$ cat src/rtl/regstack_pkg.sv
package regstack_pkg;

  typedef enum logic [1:0] {
    OP_NONE = 2'd0,
    OP_PUSH = 2'd1,
    OP_POP  = 2'd2
  } stack_op_e;

  function automatic stack_op_e pick_op(input logic push, input logic pop,
                                        input logic full, input logic empty);
    stack_op_e r;
    r = OP_NONE;
    if (push && !pop && !full)
      r = OP_PUSH;
    else if (pop && !push && !empty)
      r = OP_POP;
    return r;
  endfunction

endpackage

$ cat src/rtl/regstack_arb.sv
module regstack_arb
  import regstack_pkg::*;
(
  input  logic      push_req,
  input  logic      pop_req,
  input  logic      full,
  input  logic      empty,
  output stack_op_e op
);

  always_comb begin
    op = pick_op(push_req, pop_req, full, empty);
  end

endmodule

$ cat src/rtl/regstack_ptr.sv
module regstack_ptr
  import regstack_pkg::*;
#(
  parameter int AW = 6
) (
  input  logic          clk,
  input  logic          rst,
  input  stack_op_e     op,
  output logic [AW-1:0] ptr,
  output logic [AW-1:0] up_addr,
  output logic          full,
  output logic          empty
);

  localparam logic [AW-1:0] ONE  = AW'(1);
  localparam logic [AW-1:0] ZERO = '0;

  logic [AW-1:0] ptr_q;
  logic [AW-1:0] ptr_up;
  logic [AW-1:0] ptr_dn;
  logic          full_q;
  logic          empty_q;

  assign ptr_up = ptr_q + ONE;
  assign ptr_dn = ptr_q - ONE;

  always_ff @(posedge clk) begin
    if (rst) begin
      ptr_q   <= ZERO;
      full_q  <= 1'b0;
      empty_q <= 1'b1;
    end else begin
      case (op)
        OP_PUSH: begin
          ptr_q   <= ptr_up;
          empty_q <= 1'b0;
          if (ptr_up == ZERO) full_q <= 1'b1;
        end
        OP_POP: begin
          ptr_q  <= ptr_dn;
          full_q <= 1'b0;
          if (ptr_dn == ZERO) empty_q <= 1'b1;
        end
        default: begin
          ptr_q <= ptr_q;
        end
      endcase
    end
  end

  assign ptr     = ptr_q;
  assign up_addr = ptr_up;
  assign full    = full_q;
  assign empty   = empty_q;

endmodule

$ cat src/rtl/regstack_mem.sv
module regstack_mem #(
  parameter int AW = 6,
  parameter int DW = 16
) (
  input  logic          clk,
  input  logic          rst,
  input  logic          we,
  input  logic [AW-1:0] waddr,
  input  logic [DW-1:0] wdata,
  input  logic          re,
  input  logic [AW-1:0] raddr,
  output logic [DW-1:0] rdata
);

  localparam int DEPTH = 1 << AW;

  logic [DW-1:0] store [DEPTH];
  logic [DW-1:0] rdata_q;

  always_ff @(posedge clk) begin
    if (we) store[waddr] <= wdata;
  end

  always_ff @(posedge clk) begin
    if (rst)
      rdata_q <= '0;
    else if (re)
      rdata_q <= store[raddr];
  end

  assign rdata = rdata_q;

endmodule

$ cat src/rtl/lifo_regstack.sv
module lifo_regstack
  import regstack_pkg::*;
#(
  parameter int AW = 6,
  parameter int DW = 16
) (
  input  logic          clk,
  input  logic          rst,
  input  logic          push_req,
  input  logic          pop_req,
  input  logic [DW-1:0] push_data,
  output logic [DW-1:0] pop_data,
  output logic [AW-1:0] top_ptr,
  output logic          is_full,
  output logic          is_empty
);

  stack_op_e     op;
  logic [AW-1:0] ptr;
  logic [AW-1:0] up_addr;
  logic          full;
  logic          empty;

  regstack_arb u_arb (
    .push_req (push_req),
    .pop_req  (pop_req),
    .full     (full),
    .empty    (empty),
    .op       (op)
  );

  regstack_ptr #(.AW(AW)) u_ptr (
    .clk     (clk),
    .rst     (rst),
    .op      (op),
    .ptr     (ptr),
    .up_addr (up_addr),
    .full    (full),
    .empty   (empty)
  );

  regstack_mem #(.AW(AW), .DW(DW)) u_mem (
    .clk   (clk),
    .rst   (rst),
    .we    (op == OP_PUSH),
    .waddr (up_addr),
    .wdata (push_data),
    .re    (op == OP_POP),
    .raddr (ptr),
    .rdata (pop_data)
  );

  assign top_ptr  = ptr;
  assign is_full  = full;
  assign is_empty = empty;

endmodule

$ cat config.mk
export PLATFORM = sky130hd
export DESIGN_NAME = lifo_regstack
export DESIGN_NICKNAME = d
export VERILOG_FILES = /design/src/rtl/regstack_pkg.sv /design/src/rtl/regstack_arb.sv /design/src/rtl/regstack_ptr.sv /design/src/rtl/regstack_mem.sv /design/src/rtl/lifo_regstack.sv
export SDC_FILE = /design/constraint.sdc
export NUM_CORES = 1
export LEC_CHECK = 0
export CAP_MARGIN = 30
export CORE_UTILIZATION = 35
export DETAILED_ROUTE_END_ITERATION = 7
export DONT_BUFFER_PORTS = 1
export MAX_ROUTING_LAYER = met4
export PLACE_DENSITY = 0.46
export REMOVE_ABC_BUFFERS = 1
export SLEW_MARGIN = 20
export SYNTH_ARGS = -nofsm -noshare
export SYNTH_HDL_FRONTEND = slang
export SYNTH_SLANG_ARGS = --single-unit
$ cat constraint.sdc
create_clock -name clk -period 6.2 [get_ports clk]
set_input_delay 0.62 -clock clk [delete_from_list [all_inputs] [get_ports clk]]
set_output_delay 0.62 -clock clk [all_outputs]
set_load 0.01 [all_outputs]
---- After elaboration in Yosys (flattened, before gate mapping) ----
Memories as Yosys holds them, arrays and structs flattened. A register that Yosys moved wholly into a read port is not among the register bits.
Index checks and enable logic that the tools add are counted.
storage, ports and cells
  flip-flop bits (word level) ............. 8
  memory bits (writable) .................. 1,024
  output and inout port bits .............. 24
  word-level logic and storage cells ...... 32
  memories ................................ 1
cells by class
  add/sub/neg operators ................... 2
  eq/ne operators ......................... 4
  mux-type cells .......................... 9
  reductions and logical operators ........ 13
memory list
  memory       depth  bits a word  read ports  clocked after Yosys merged registers in  wr ports  line                RTL
  u_mem.store  64     16           1           1                                        1         regstack_mem.sv:17  logic [DW-1:0] store [DEPTH];
operator list
  kind                   count
  $logic_not A6 Y1       2
  $pmux W6 S2            1
  $add A6 B1 Y6 const B  1
  $sub A6 B1 Y6 const B  1
  $logic_and A1 B1 Y1    4
  $logic_not A1 Y1       4
  $mux W1                4
  $mux W2                2
  $ne A2 B2 Y1 const B   2
  $pmux W1 S2            2
  $reduce_and A2 Y1      2
  $eq A2 B1 Y1 const B   1
  $eq A2 B2 Y1 const B   1
  $reduce_bool A2 Y1     1

---- Longest topological paths before layout ----
  depth after elaboration ................. 8
  gate-level depth with buffers ........... 10

---- Hierarchy ----
From an unflattened synthesis, not the netlist that was laid out.
unflattened totals
  cell total of the unflattened synthesis .. 2,115
  area total of the unflattened synthesis .. 40,821.7 um^2
by module, submodules not included
  module         times used  cells each  area each (um^2)
  regstack_mem   1           2,036       40,146.0
  regstack_ptr   1           75          645.6
  lifo_regstack  1           2           15.0
  regstack_arb   1           2           15.0

---- Worst setup path before layout ----
No wires, ideal clock.
  path type ............................... register to register
  from .................................... register u_ptr.ptr_q[1], in the netlist u_ptr.ptr[1]
  to ...................................... memory u_mem.store[15][0] (enable)
  arrival time ............................ 2.931 ns
  path slack .............................. 2.881 ns
  stages on the path, launching flop included .. 11
  buffers on the path ..................... 5
  period minus slack after synthesis ...... 3.319 ns
  path through ............................ dfxtp_1 -> buf_2 -> buf_2 -> buf_4 -> buf_2 -> inv_1 -> ha_1 -> clkbuf_1 -> nor2b_1 -> nand2_1 -> nor2_1
between the ends
  longest elaborated chain between the ends .. 1
ends and longest elaborated chain
  item                    line                RTL
  from (decl)             regstack_ptr.sv:18  logic [AW-1:0] ptr_q;
  from (signal assigned)  regstack_ptr.sv:35  ptr_q <= ptr_up;
  from (signal assigned)  regstack_ptr.sv:40  ptr_q <= ptr_dn;
  from (signal assigned)  regstack_ptr.sv:45  ptr_q <= ptr_q;
  $add A6 B1 Y6           regstack_ptr.sv:24  assign ptr_up = ptr_q + ONE;
  to (decl)               regstack_mem.sv:17
Every way passes these cells.

==> parameters.txt <==
Parameter                              Value

STA
  Part of the cycle the worst path needs ... 0.577
  Setup violators final ... 0
  Worst clock skew ... 25.3 ps
  Fin. Hold Viols ... 0
  Unrepaired setup endpoints after global routing ... no
  Rel. slew slack ... 0.280
  Top achievable clock speed ... 0.280 GHz
  Total negative slack for setup checks ... 0 ps
  Worst slack on hold paths ... 40.0 ps
  Slew of the pin with the lowest slew margin ... 1070 ps
  Pins over their slew limit ... 0
  Shortest clock period the worst path allows after layout ... 3580 ps
  Smallest setup slack after layout ... 2620 ps

Routing
  Sum of routed wire length over all layers ... 117,000 um
  Post-detailed-route DRC marker count ... 0
  Via-to-Cell Ratio ... 5.41
  Wire per inst ... 31.7 um
  Count of TritonRoute iterations in the first routing pass ... 7
  Starting DRC count in detailed routing ... 2,295
  Vias after detailed routing ... 19,979
  Antenna viol nets, final ... 0

Worst setup path
  List of cells traversed by the critical path ... buf_4 > mux4_2 > mux2i_1 > mux2i_1 > o211ai_1 > nand3_1
  Crit-path max cell delay ... 850 ps
  Crit path max-delay cell type ... dfxtp_4
  Most used cell, CP ... mux2i_1
  Max Fanout on Critical Path ... 52
  Critical path's top delay family ... multiplexers
  Critical register-to-register path endpoint ... u_mem.rdata[11]$_SDFFE_PP0P_
  Reg2reg start ... u_ptr.ptr[1]$_SDFFE_PP0P_
  Worst reg2reg setup slack ... 2620 ps
  Critical Path Start Type ... flop
  Type of the worst setup path ... reg -> reg
  Critical path arrival ... 4110 ps
  Depth of the most critical reg-to-reg path ... 6
  Bufs and invs on worst path ... 1
  Crit path required time ... 6730 ps
  Crit path capture type ... flop

Floorplanning
  Initial Util ... 0.354
  Total core area ... 115,000 sq um
  Floorplan die width ... 343 um
  Die height ... 343 um
  Number of placed I/O pins ... 44
  Area of the die ... 118,000 sq um
  Std cell rows ... 124

CTS
  Post-CTS Setup Inserts ... 0
  TritonCTS clock tree ... built
  CTS Buf Count ... 111
  Post-cts gate resize count ... 0
  Sink Count ... 1,048
  H-tree depth ... 3
  Master cell of the clock root buffer ... clkbuf_16
  Clock Tree Buf Depth ... 3
  Clock network latency to the later pin of the worst-skew pair ... 690 ps
  Clock transition at path regs ... 60 ps
  Hold-fix buffer count after cts ... 27

Cells and area
  Most common library cell in the layout ignoring fill and taps ... edfxtp_1
  Synthesis-to-finish area growth ... 14.9%
  Final core area utilization ... 0.407
  Fraction of layout cells with a size suffix above 1 ... 0.255
  Number of filler cells placed in the layout ... 10,177
  Post-layout nets ... 2,105
  Commonest non-fill, non-tap cells in the layout ... edfxtp_1 (1,024), mux4_2 (207), clkbuf_16 (115)

Place
  Routability cong. ... 0.848
  Detailed-placement wirelength estimate ... 66,300 um
  Port-buffer cells ... 0
  Post-Place Worst Slack ... 2610 ps

Yosys
  Leading register cell type out of synthesis ... edfxtp_1
  Sequential fraction of the synthesis area ... 0.768
  Synthesis warning total ... 0
  Async S/R FF share, synth ... 0
  Mean Syn Cell Area ... 20.7 sq um
  EDFF count, synth ... 1,024
  Unique masters post-synth ... 45
  Cell count after synthesis ... 1,967
  Synth Register Bits ... 1,048
  Post-synthesis cell area ... 40,700 sq um

Pwr
  Pwr/cell area ... 326 nW/um^2
  Maximum resistive drop on vdd ... 233 uV
  Leakage power summed over all cells ... 14.4 nW

GRT
  Wire length of the first global-routing pass ... 164,000 um
  Remaining global-route overflow ... 0
  Antenna violations before repair ... 13
  Largest net degree at the start of global routing ... 144
  Overall routing resource usage ... 0.207
  Via count of the first global-routing pass ... 20,330

Run
  Number of violations of the max-capacitance limit ... 0

Worst hold path
  Tightest Hold Check Type ... in -> reg
  Hold wc startpoint ... push_data[9]
  Count of cells along the worst hold path ... 0
  Endpoint, Worst Hold ... u_mem.store[61][9]$_DFFE_PP_

Outcome
  Outcome ... finished, final reports clean
kinds of logic (layout without fill, tap and decap cells):
logic type | count (synthesis) | in the layout | share of synthesized area
simple gates | 265 | 265 | 0.0290
buf+inv | 116 | 326 | 0.0133
xor+xnor | 7 | 7 | 0.00151
fa+ha+maj | 4 | 4 | 0.00123
flops | 1048 | 1048 | 0.768
other cells | 0 | 4 | 0
compound gates | 138 | 138 | 0.0248
mux | 389 | 389 | 0.162
registers in the layout (all words and copies together) (netlist names):
name / cells
u_ptr.ptr: 6
u_mem.rdata: 16
u_ptr.full: 1
u_mem.store: 1024
u_ptr.empty: 1
cells in the mapped netlist (all sizes together), types with 2 or more instances:
| cell type | n | share of area |
|---|---|---|
| a21oi | 8 | 0.00098 |
| a221oi | 3 | 0.00065 |
| a22o | 13 | 0.0028 |
| a32oi | 18 | 0.0041 |
| and2 | 3 | 0.00046 |
| and3 | 3 | 0.00046 |
| buf | 74 | 0.0094 |
| clkbuf | 37 | 0.0034 |
| dfxtp | 24 | 0.012 |
| edfxtp | 1024 | 0.76 |
| ha | 4 | 0.0012 |
| inv | 4 | 0.00037 |
| mux2 | 78 | 0.022 |
| mux2i | 104 | 0.026 |
| mux4 | 207 | 0.11 |
| nand2 | 93 | 0.0086 |
| nand2b | 5 | 0.00077 |
| nand3 | 37 | 0.0046 |
| nand4 | 19 | 0.0029 |
| nor2 | 85 | 0.0078 |
| nor2b | 4 | 0.00062 |
| nor3 | 4 | 0.00049 |
| nor3b | 2 | 0.00037 |
| nor4 | 2 | 0.00031 |
| nor4b | 2 | 0.00058 |
| o211ai | 13 | 0.0024 |
| o21ai | 22 | 0.0027 |
| o221ai | 26 | 0.0056 |
| o22ai | 30 | 0.0046 |
| o32ai | 2 | 0.00043 |
| or2 | 2 | 0.00031 |
| or3 | 2 | 0.00031 |
| xnor2 | 7 | 0.0015 |
worst max-delay path by stage:
| stage | cells after the start | from | to | slack [ps] |
|---|---|---|---|---|
| final | 6 | u_ptr.ptr[1]$_SDFFE_PP0P_ | u_mem.rdata[11]$_SDFFE_PP0P_ | 2620 |
| after global routing | 6 | u_ptr.ptr[1]$_SDFFE_PP0P_ | u_mem.rdata[3]$_SDFFE_PP0P_ | 2440 |
| after CTS | 6 | u_ptr.ptr[1]$_SDFFE_PP0P_ | u_mem.rdata[3]$_SDFFE_PP0P_ | 2590 |
| after detailed placement | 6 | u_ptr.ptr[1]$_SDFFE_PP0P_ | u_mem.rdata[3]$_SDFFE_PP0P_ | 2610 |
| after global placement | 7 | u_ptr.ptr[3]$_SDFFE_PP0P_ | u_mem.rdata[14]$_SDFFE_PP0P_ | 2250 |
| after floorplan | 5 | u_ptr.ptr[1]$_SDFFE_PP0P_ | u_mem.store[10][0]$_DFFE_PP_ | -4700 |
metal layers:
metal / routed length, um / part of all wire / GRT usage
met5: 0 / 0 / -
met3: 10200 / 0.087 / 0.0606
met1: 51000 / 0.44 / 0.282
met4: 3530 / 0.030 / 0.0688
met2: 52200 / 0.45 / 0.297
power breakdown:
part | switching [mW] | internal (mW) | leakage [nW]
Clock | 2.72 | 3.79 | 1.75
Sequential | 0.0440 | 7.80 | 9.40
Combinational | 0.524 | 0.349 | 3.26
Total | 3.29 | 11.9 | 14.4
layout make-up:
type,instances,area (sq um),area share
timing repair buffer,112,1050,0.0224
clock buffer,145,3020,0.0647
inverter,5,21.3,0.000455
tap,1512,1890,0.0405
antenna,4,10.0,0.000214
multi-input combinational,803,8930,0.191
sequential,1048,31200,0.669
clock inverter,64,532,0.0114
worst register-to-register path: cells and delay by family (launching register included):
kind	cells	cell delay [ps]
buffers and inverters	1	810
AOI/OAI and AO/OA	1	540
DFF	1	850
muxes	3	1070
and+or+nand+nor	1	140
through the flow:
step	instance area (sq um)	std cells	power (mW)
after floorplan	40100	1856	8.67
after CTS	46700	3686	15.4
after detailed placement	42800	3450	8.82
final	46700	3693	15.2
after global placement	42600	3436	8.82
after global routing	46700	3691	15.7
(Power assumes the default switching activity.)
